**config.mk**
```make
export PLATFORM = sky130hd
export DESIGN_NAME = blk_dispatch
export DESIGN_NICKNAME = d
export VERILOG_FILES = /design/src/rtl/tbd_pkg.sv /design/src/rtl/tbd_admit.sv /design/src/rtl/tbd_rr_pick.sv /design/src/rtl/tbd_lane_mask.sv /design/src/rtl/blk_dispatch.sv
export SDC_FILE = /design/constraint.sdc
export NUM_CORES = 1
export LEC_CHECK = 0
export BUFFER_PORTS_ARGS = -buffer_cell sky130_fd_sc_hd__buf_2
export CORE_ASPECT_RATIO = 0.75
export CORE_MARGIN = 2
export CORE_UTILIZATION = 30
export DETAILED_ROUTE_END_ITERATION = 6
export PLACE_DENSITY = 0.51
export REMOVE_ABC_BUFFERS = 1
export SLEW_MARGIN = 15
export SYNTH_ARGS = -nofsm -noshare
export SYNTH_HDL_FRONTEND = slang
export SYNTH_SLANG_ARGS = --single-unit
```
**constraint.sdc**
```tcl
create_clock -name clk -period 35.8 [get_ports clk]
set_input_delay 3.58 -clock clk [delete_from_list [all_inputs] [get_ports clk]]
set_output_delay 3.58 -clock clk [all_outputs]
set_load 0.03 [all_outputs]
```
**src/rtl/tbd_pkg.sv**
```systemverilog
package tbd_pkg;
  typedef enum logic [1:0] {
    ST_IDLE  = 2'd0,
    ST_PICK  = 2'd1,
    ST_ISSUE = 2'd2
  } tbd_state_e;
endpackage

```
**src/rtl/tbd_admit.sv**
```systemverilog
module tbd_admit #(
  parameter int DIM_W       = 10,
  parameter int GRID_W      = 6,
  parameter int RPT_W       = 8,
  parameter int THR_W       = 10,
  parameter int MAX_THREADS = 512,
  parameter int REG_BUDGET  = 8192
) (
  input  logic [GRID_W-1:0] grid_x,
  input  logic [GRID_W-1:0] grid_y,
  input  logic [DIM_W-1:0]  dim_x,
  input  logic [DIM_W-1:0]  dim_y,
  input  logic [DIM_W-1:0]  dim_z,
  input  logic [RPT_W-1:0]  regs,
  output logic              accept,
  output logic [THR_W-1:0]  threads
);
  localparam int PROD_W = 3 * DIM_W;
  localparam int DEM_W  = PROD_W + RPT_W;

  logic [PROD_W-1:0] prod;
  logic [DEM_W-1:0]  demand;
  logic              size_ok, budget_ok;

  // full-width product so oversize shapes cannot alias into range
  assign prod      = PROD_W'(dim_x) * PROD_W'(dim_y) * PROD_W'(dim_z);
  assign demand    = DEM_W'(prod) * DEM_W'(regs);
  assign size_ok   = (prod != '0) && (prod <= PROD_W'(MAX_THREADS));
  assign budget_ok = (demand <= DEM_W'(REG_BUDGET));
  assign accept    = size_ok && budget_ok && (grid_x != '0) && (grid_y != '0);
  assign threads   = THR_W'(prod);
endmodule

```
**src/rtl/tbd_rr_pick.sv**
```systemverilog
module tbd_rr_pick #(
  parameter int N   = 3,
  parameter int IDW = 2
) (
  input  logic [N-1:0]   busy,
  input  logic [IDW-1:0] last,
  output logic           found,
  output logic [IDW-1:0] pick
);
  always_comb begin
    found = 1'b0;
    pick  = '0;
    for (int k = 1; k <= N; k++) begin
      int idx;
      idx = int'(last) + k;
      if (idx >= N) idx = idx - N;
      if (!found && !busy[idx]) begin
        found = 1'b1;
        pick  = IDW'(idx);
      end
    end
  end
endmodule

```
**src/rtl/tbd_lane_mask.sv**
```systemverilog
module tbd_lane_mask #(
  parameter int WARP_W = 32,
  parameter int THR_W  = 10,
  parameter int WID_W  = 4
) (
  input  logic [THR_W-1:0]  threads,
  input  logic [WID_W-1:0]  widx,
  output logic [WARP_W-1:0] mask
);
  localparam int LG = $clog2(WARP_W);

  logic [THR_W:0] base, rem;
  assign base = (THR_W+1)'(widx) << LG;
  assign rem  = {1'b0, threads} - base;

  for (genvar i = 0; i < WARP_W; i++) begin : g_lane
    assign mask[i] = (rem > (THR_W+1)'(i));
  end
endmodule

```
**src/rtl/blk_dispatch.sv**
```systemverilog
module blk_dispatch #(
  parameter int NUM_SM      = 3,
  parameter int GRID_W      = 6,
  parameter int DIM_W       = 10,
  parameter int RPT_W       = 8,
  parameter int WARP_W      = 32,
  parameter int MAX_THREADS = 512,
  parameter int REG_BUDGET  = 8192,
  localparam int SM_W   = (NUM_SM > 1) ? $clog2(NUM_SM) : 1,
  localparam int THR_W  = $clog2(MAX_THREADS + 1),
  localparam int LG_WARP = $clog2(WARP_W),
  localparam int MAX_WARPS = (MAX_THREADS + WARP_W - 1) / WARP_W,
  localparam int WID_W  = (MAX_WARPS > 1) ? $clog2(MAX_WARPS) : 1
) (
  input  logic              clk,
  input  logic              rst,
  input  logic              launch_valid,
  output logic              launch_ready,
  input  logic [GRID_W-1:0] launch_grid_x,
  input  logic [GRID_W-1:0] launch_grid_y,
  input  logic [DIM_W-1:0]  launch_dim_x,
  input  logic [DIM_W-1:0]  launch_dim_y,
  input  logic [DIM_W-1:0]  launch_dim_z,
  input  logic [RPT_W-1:0]  launch_regs,
  output logic              launch_err,
  input  logic [NUM_SM-1:0] sm_done,
  output logic              warp_valid,
  input  logic              warp_ready,
  output logic [SM_W-1:0]   warp_sm,
  output logic [GRID_W-1:0] warp_blk_x,
  output logic [GRID_W-1:0] warp_blk_y,
  output logic [WID_W-1:0]  warp_id,
  output logic [THR_W-1:0]  warp_tid,
  output logic [WARP_W-1:0] warp_mask
);
  import tbd_pkg::*;

  tbd_state_e        state_q;
  logic [GRID_W-1:0] gx_q, gy_q, bx_q, by_q;
  logic [THR_W-1:0]  thr_q;
  logic [WID_W-1:0]  wlast_q, w_q, w_sel;
  logic [SM_W-1:0]   sm_q, last_q, pick;
  logic [NUM_SM-1:0] busy_q, busy_d;
  logic [WARP_W-1:0] mask_q, mask_nxt;
  logic              err_q, found, adm_ok;
  logic [THR_W-1:0]  adm_thr;

  tbd_admit #(
    .DIM_W(DIM_W), .GRID_W(GRID_W), .RPT_W(RPT_W), .THR_W(THR_W),
    .MAX_THREADS(MAX_THREADS), .REG_BUDGET(REG_BUDGET)
  ) u_admit (
    .grid_x(launch_grid_x), .grid_y(launch_grid_y),
    .dim_x(launch_dim_x), .dim_y(launch_dim_y), .dim_z(launch_dim_z),
    .regs(launch_regs), .accept(adm_ok), .threads(adm_thr)
  );

  tbd_rr_pick #(.N(NUM_SM), .IDW(SM_W)) u_pick (
    .busy(busy_q), .last(last_q), .found(found), .pick(pick)
  );

  // mask for the warp that becomes current after this cycle
  assign w_sel = (state_q == ST_PICK) ? '0 : w_q + WID_W'(1);

  tbd_lane_mask #(.WARP_W(WARP_W), .THR_W(THR_W), .WID_W(WID_W)) u_mask (
    .threads(thr_q), .widx(w_sel), .mask(mask_nxt)
  );

  // done releases take effect at this edge; the picker saw busy_q
  always_comb begin
    busy_d = busy_q & ~sm_done;
    if (state_q == ST_PICK && found) busy_d = busy_d | (NUM_SM'(1) << pick);
  end

  always_ff @(posedge clk) begin
    if (rst) begin
      state_q <= ST_IDLE;
      gx_q    <= '0;
      gy_q    <= '0;
      bx_q    <= '0;
      by_q    <= '0;
      thr_q   <= '0;
      wlast_q <= '0;
      w_q     <= '0;
      sm_q    <= '0;
      last_q  <= SM_W'(NUM_SM - 1);
      busy_q  <= '0;
      mask_q  <= '0;
      err_q   <= 1'b0;
    end else begin
      busy_q <= busy_d;
      err_q  <= 1'b0;
      unique case (state_q)
        ST_IDLE: begin
          if (launch_valid) begin
            if (adm_ok) begin
              gx_q    <= launch_grid_x;
              gy_q    <= launch_grid_y;
              thr_q   <= adm_thr;
              wlast_q <= WID_W'((adm_thr - THR_W'(1)) >> LG_WARP);
              bx_q    <= '0;
              by_q    <= '0;
              state_q <= ST_PICK;
            end else begin
              err_q <= 1'b1;
            end
          end
        end
        ST_PICK: begin
          if (found) begin
            sm_q    <= pick;
            last_q  <= pick;
            w_q     <= '0;
            mask_q  <= mask_nxt;
            state_q <= ST_ISSUE;
          end
        end
        ST_ISSUE: begin
          if (warp_ready) begin
            if (w_q == wlast_q) begin
              if (bx_q == gx_q - GRID_W'(1)) begin
                bx_q <= '0;
                if (by_q == gy_q - GRID_W'(1)) begin
                  state_q <= ST_IDLE;
                end else begin
                  by_q    <= by_q + GRID_W'(1);
                  state_q <= ST_PICK;
                end
              end else begin
                bx_q    <= bx_q + GRID_W'(1);
                state_q <= ST_PICK;
              end
            end else begin
              w_q    <= w_q + WID_W'(1);
              mask_q <= mask_nxt;
            end
          end
        end
        default: state_q <= ST_IDLE;
      endcase
    end
  end

  assign launch_ready = (state_q == ST_IDLE);
  assign launch_err   = err_q;
  assign warp_valid   = (state_q == ST_ISSUE);
  assign warp_sm      = sm_q;
  assign warp_blk_x   = bx_q;
  assign warp_blk_y   = by_q;
  assign warp_id      = w_q;
  assign warp_tid     = THR_W'(w_q) << LG_WARP;
  assign warp_mask    = mask_q;
endmodule

```
; After elaboration in Yosys (flattened, before gate mapping)
; Index checks and enable logic that the tools add are counted.
[word_totals]
ff_bits = 84
out_inout_bits = 63
wordCells = 159
[op_classes]
n_addsub = 13
multipliers = 3
order_cmp = 40
eq_ne = 13
shifts = 1
n_mux = 48
bitwise_logic = 5
n_reduce_logical = 23
[op_table]
columns = cell, count
row1 = $mux W32, 6
row2 = $gt A11 B5 Y1 const B, 16
row3 = $ge A32 B3 Y1 const B, 3
row4 = $lt A32 B4 Y1 const B, 3
row5 = $sub A32 B3 Y32 const B, 3
row6 = $gt A11 B4 Y1 const B, 8
row7 = $pmux W32 S2, 1
row8 = $mux W6, 9
row9 = $gt A11 B3 Y1 const B, 4
row10 = $le A38 B14 Y1 const B, 1
row11 = $mul A30 B8 Y38, 1
row12 = $le A30 B10 Y1 const B, 1
row13 = $mul A20 B10 Y30, 1
row14 = $reduce_bool A30 Y1, 1
row15 = $pmux W6 S2, 2
row16 = $gt A11 B1 Y1 const B, 2
row17 = $gt A11 B2 Y1 const B, 2
row18 = $mul A10 B10 Y20, 1
row19 = $mux W2, 9
row20 = $mux W4, 4
row21 = $add A6 B1 Y6 const B, 2
row22 = $eq A6 B6 Y1, 2
row23 = $reduce_bool A6 Y1, 2
row24 = $sub A6 B1 Y6 const B, 2
row25 = 30 further kinds, 60

; Longest topological paths before layout
[logic_depth]
word_depth = 15
depth_mapped = 59
depth_no_buf = 55

; Modules after synthesis
; Synthesis repeated with hierarchy kept, for this count alone.
[unflattened]
hier_cells = 2623
hier_area_um2 = 21847.2
[modules_own_cells]
columns = module, instances, cells_each, area_per_inst_um2, seq_area_each_um2
row1 = tbd_admit, 1, 2034, 17336.6, 0.0
row2 = blk_dispatch, 1, 464, 3669.8, 1661.6
row3 = tbd_lane_mask, 1, 95, 639.4, 0.0
row4 = tbd_rr_pick, 1, 30, 201.4, 0.0

; Least setup slack after synthesis
; OpenSTA, ideal clock, no wires.
[synth_timing]
path_type = in2reg
from = in launch_dim_x[3]
to = reg by_q[5] (netlist: warp_blk_y[5])
setup_time_ns = 0.147
arrival_time_ns = 18.385
t_required_ns = 35.653
setup_slack_ns = 17.268
cell_stages = 54
cell_sequence = clkbuf_1 nand2_1 fa_1 fa_1 inv_1 ha_1 inv_1 fa_1 inv_1 fa_1 ha_1 a21boi_0 o21ai_0 a21boi_0 o21a_1 nor2_1 o211a_1 or4_1 [18 not listed] fa_1 fa_1 inv_1 fa_1 inv_1 ha_1 clkbuf_1 nand4_1 o22ai_1 nor4_1 nor4_1 o2111a_1 nand4_1 or4b_2 or4_4 or2_2 o21ai_0 a311oi_1
[synth_between]
elab_chain_len = 9
[synth_rtl]
columns = element, line_no
row1 = start: declaration, blk_dispatch.sv:21  ; input logic [DIM_W-1:0] launch_dim_x,
row2 = $mul A10 B10 Y20 *, tbd_admit.sv:26  ; assign prod = PROD_W'(dim_x) * PROD_W'(dim_y) * PROD_W'(dim_z);
row3 = $mul A20 B10 Y30 *, tbd_admit.sv:26
row4 = "$mul A30 B8 Y38, or another cell as far along", tbd_admit.sv:27  ; assign demand = DEM_W'(prod) * DEM_W'(regs);
row5 = $le A38 B14 Y1 / $logic_and A1 B1 Y1 (equally long branches), "tbd_admit.sv:29, tbd_admit.sv:28"
row6 = $logic_and A1 B1 Y1 * (3 in a row), tbd_admit.sv:30  ; assign accept = size_ok && budget_ok && (grid_x != '0) && (grid_y != '0);
row7 = $ne A2 B1 Y1 (no source line) *, n/a
row8 = $reduce_and A7 Y1 (no source line) *, n/a
row9 = end signal: assignment, blk_dispatch.sv:125  ; by_q <= by_q + GRID_W'(1);
row10 = end: declaration, blk_dispatch.sv:39  ; logic [GRID_W-1:0] gx_q, gy_q, bx_q, by_q;
; Mark *: on every way between the ends. The rest lies on a longest branch, timed or not.
; A chain may end at the register's enable or synchronous reset.

; Worst setup path in the final report
[layout_timing]
from = in launch_dim_x[3]
to = reg bx_q[3] (netlist: warp_blk_x[3])
[layout_between]
elab_chain_len = 9
[layout_rtl]
columns = element, line_no
row1 = $mul A10 B10 Y20 *, tbd_admit.sv:26
row2 = $mul A20 B10 Y30 *, tbd_admit.sv:26
row3 = "$mul A30 B8 Y38, or another cell as far along", tbd_admit.sv:27
row4 = $le A38 B14 Y1 / $logic_and A1 B1 Y1 (equally long branches), "tbd_admit.sv:29, tbd_admit.sv:28"
row5 = $logic_and A1 B1 Y1 * (3 in a row), tbd_admit.sv:30
row6 = $ne A2 B1 Y1 (no source line) *, n/a
row7 = $reduce_and A5 Y1 (no source line) *, n/a
row8 = end signal: assignment, blk_dispatch.sv:129  ; bx_q <= bx_q + GRID_W'(1);
row9 = end: declaration, blk_dispatch.sv:39
; Marks and branches as above.

==> results by stage <==
Finish:
- Relative to the synthesized area, the layout overhead comes to 7.75%.
- The layout cell share with drive strength beyond 1 is under 10%.
- The final-layout fill cell count is between 7000 and 8000.
- At the end of the flow, the number of nets in the layout was between 3000 and 4000.

Synthesis:
- By area, the combinational part of the netlist is dominated by adder cells.
- The count of flip-flops with a built-in enable after synthesis is 0.
- The flip-flop and latch count after synthesis is 83.
- The count of synthesis-stage warnings from yosys is 0.
- The area fraction in compound gates after synthesis is 12.0%.
- The netlist area before placement is about 22000 µm².
- The synthesized-area fraction occupied by xor and xnor cells is under 10%.
- After Yosys synthesis, and, or, nand and nor cells account for 22.5% of the synthesized area.
- The share of the Yosys chip area taken by registers is under 10%.
- Ranked by total cell area, the synthesized netlist is headed by sky130_fd_sc_hd__fa_1, sky130_fd_sc_hd__ha_1, sky130_fd_sc_hd__and2_1.
- The async set-reset flop share out of synthesis is 0%.
- In the synthesized netlist, mux cells make up under 10% of the area.
- The fraction of the mapped netlist area in adder cells is 44.4%.
- The largest area contributor in the netlist is sky130_fd_sc_hd__fa_1.
- The post-synthesis average cell area is roughly 8.4 µm².
- After synthesis, the largest area contributor takes up roughly a third of total cell area.
- The most used flip-flop cell after synthesis is sky130_fd_sc_hd__dfxtp_1.
- The netlist uses between 70 and 80 different library cells.
- The cell count after synthesis came out at around 2600.

Worst setup path:
- The worst setup path is captured at a flip-flop.
- The maximum net fanout on the critical path is 33.
- In this design, the stage delay of the slowest critical-path cell is between 0.8 and 0.9 ns.
- The data required time of the worst path is about 36 ns.
- At the worst endpoint, the arrival time is 20.26 ns.
- The type of the worst setup path is in -> reg.
- The combined buffer and inverter count along the critical path is 8.
- The family with the most delay on the worst path is adder cells.
- The worst-path cell with the longest stage delay is sky130_fd_sc_hd__xnor2_1.
- Counting stages on the worst path, the most repeated cell is sky130_fd_sc_hd__fa_1.
- STA classifies the critical path startpoint as an input pin.

Global route:
- Entering global routing, the biggest net connects between 80 and 90 pins.
- Global routing consumed, over all layers together, approximately 15% of the routing resources.
- The initial antenna violation count was 3.
- The global route total overflow is 0.
- The first global-routing pass estimated just under 100000 µm of wire.
- The number of global-route vias before repair came to 17500.

Clock tree:
- For this design, the sink count on the clock tree is slightly above 80.
- The largest buffer count on any clock path is 2.
- The number of instances resized during post-cts repair is 0.
- The TritonCTS buffer count is 9.
- The insertion delay of the later-clocked pin in the worst-skew pair is 0.34 ns.
- The CTS tree is done.
- Hold repair after CTS inserted 0 buffers.
- Once the clock tree was built, the setup fixing pass inserted 0 buffers.
- CTS built an H-tree with a depth of 3.
- Clock tree synthesis selected as its root buffer the cell sky130_fd_sc_hd__clkbuf_16.
- The clock input transition at the sequential cells of the worst setup and hold paths is 0.07 ns.

STA:
- Summed over all failing endpoints, the final setup total negative slack is 0 ns.
- The minimum period implied by the final worst setup slack is 20.06 ns.
- The final worst clock skew is ~0.0094 ns.
- The number of setup violations in the final report is 0.
- Setup repair after global routing left no endpoint under its margin.
- The total count of max-transition violations in the final report is 0.
- For the pin with the worst max-slew slack, the measured transition is between 1 and 1.5 ns.
- The worst path uses a little under three fifths of the clock period.
- In this run the tightest slew margin relative to its limit is about a quarter.
- The number of endpoints with negative hold slack in the final report was 0.
- For this run, the top clock speed supported by timing is between 40 and 50 MHz.

Route:
- The detailed router finished its first iteration with approximately 1000 violations.
- Across all layers, the routed design uses 17800 vias.
- In this run the remaining antenna-violating nets after routing total 0.
- The mean routed wirelength per cell is about 16 µm.
- Wires add up to 57700 µm.
- Dividing the detail-routed via count by the number of cells gives just under 5.
- In the routed design, unresolved DRC markers number 0.
- The number of search-and-repair iterations in the first detailed-routing pass is 5.

Run:
- Across the run, the number of max-cap violations was 0.

Floorplanning:
- For this design the top-level I/O count stands at 120.
- In this run the vertical extent of the chip is 239 µm.
- The core region is between 70000 and 80000 µm².
- The number of placement rows is 86.
- The die span in x is ~320 µm.
- The starting density of the core is 30.2%.
- The floorplan step defined a die boundary enclosing roughly 76000 µm².

Hold path:
- The min-delay analysis places its worst path in the category reg -> reg.

Placed design:
- The wire-length estimate of the detail-placed layout is between 40000 and 50000 µm.
- At the end of routability-driven placement, the weighted congestion stood at 0.829.
- The count of buffers added on input and output ports is about 110.

Run status:
- The flow ran to the end, and the final reports show no timing, DRC or antenna violations.
[routing by layer]
layer,vias to the layer above,routed length [µm],global-route usage (%)
met4,2,272,1.66
met1,8848,30900,24.9
met2,344,24300,22.6
li1,8533,-,-
met3,25,2230,1.07
met5,-,13,0
[worst paths after layout]
kind	startpoint	end	slack [ns]	depth (start not counted)
setup / recovery	launch_dim_x[3]	warp_blk_x[3]$_SDFFE_PP0P_	15.74	54
hold / removal	warp_mask[10]$_SDFFE_PP0P_	warp_mask[10]$_SDFFE_PP0P_	0.49	2
setup reg to reg	warp_id[0]$_SDFFE_PP0P_	warp_mask[2]$_SDFFE_PP0P_	32.34	15
hold reg to reg	warp_mask[10]$_SDFFE_PP0P_	warp_mask[10]$_SDFFE_PP0P_	0.49	2
[cell type report]
class / instances / area [µm²] / share of cell area, %
Clock inverter: 7 / 58.8 / 0.246
Sequential cell: 83 / 1660 / 6.96
Timing Repair Buffer: 141 / 776 / 3.25
Antenna cell: 2 / 5.00 / 0.0210
Inverter: 392 / 1470 / 6.16
Clock buffer: 9 / 225 / 0.944
Tap cell: 968 / 1210 / 5.07
Multi-Input combinational cell: 2031 / 18500 / 77.3
[cell usage in the layout (no fill, tap or decap), drive strengths merged, types with 31 or more instances in the layout]
cell and n:
a211oi 31, o21ai 72, ha 190, inv 395, a21oi 80, buf 141
dfxtp 83, xnor2 46, nand2 292, fa 373, xor2 31, nor2 149
and2 301, nand3 34, nor3 41
[worst reg2reg max path, stage by stage, from the launching register on]
cell and delay, ns:
sky130_fd_sc_hd__dfxtp_1 0.51, sky130_fd_sc_hd__ha_1 0.27, sky130_fd_sc_hd__xor2_1 0.17, sky130_fd_sc_hd__nand2_1 0.08, sky130_fd_sc_hd__ha_1 0.32, sky130_fd_sc_hd__o21ai_0 0.09
sky130_fd_sc_hd__inv_1 0.09, sky130_fd_sc_hd__o21a_1 0.16, sky130_fd_sc_hd__a21oi_1 0.07, sky130_fd_sc_hd__o21ai_0 0.13, sky130_fd_sc_hd__o21ai_0 0.12, sky130_fd_sc_hd__nor3_2 0.17
sky130_fd_sc_hd__buf_4 0.25, sky130_fd_sc_hd__nand2b_1 0.15, sky130_fd_sc_hd__nor4_1 0.55, sky130_fd_sc_hd__a211oi_1 0.16
[cell usage after synthesis, drive strengths merged, types with 4 or more instances]
master and count:
inv 391, fa 373, and2 301, nand2 292
ha 190, nor2 149, clkbuf 118, dfxtp 83
a21oi 80, o21ai 72, xnor2 46, nor3 41
nand3 34, a211oi 31, xor2 31, a21o 29
and3 29, nand4 29, mux2i 27, nor2b 27
buf 20, nand2b 19, o21a 18, a311oi 17
o211ai 17, nor4 15, a31oi 13, a21boi 11
o31ai 10, or3 10, a211o 7, o21bai 7
or2 7, or4 7, a2111o 5, a21bo 5
a31o 5, a41oi 5, o41ai 5, a2bb2oi 4
nand3b 4, o22ai 4, o311ai 4
[registers in the layout (all words and copies together), names as in the netlist, 2 cells and up]
name        cells
busy_q          3
gx_q            6
gy_q            6
state_q         2
thr_q          10
warp_blk_x      6
warp_blk_y      6
warp_id         4
warp_mask      32
warp_sm         2
wlast_q         4
[metrics by stage]
step / hold slack [ns] / std cells / instance area [µm²] / utilization, % / worst slack, ns
floorplan: 0.460 / 2506 / 21600 / - / 17.03
global placement: 0.478 / 3615 / 23600 / 32.2 / 15.42
detailed placement: 0.482 / 3615 / 23600 / 32.2 / 15.39
CTS: 0.495 / 3631 / 23900 / 32.6 / 15.72
global route: 0.514 / 3633 / 23900 / 32.6 / 14.45
finish: 0.492 / 3633 / 23900 / 32.6 / 15.74
[kinds of logic (layout without fill, tap and decap cells)]
logic type                 Yosys count  in the layout
AOI/OAI and AO/OA                  381            381
xor gates and xnor gates            77             77
adders and majority gates          563            563
buffers and inverters              530            549
DFF                                 83             83
muxes                               27             27
other                                1              8
and+or+nand+nor                    977            977
Power is not shown: default switching activity piles up to over one toggle a cycle in this logic, so the estimate is an artifact.
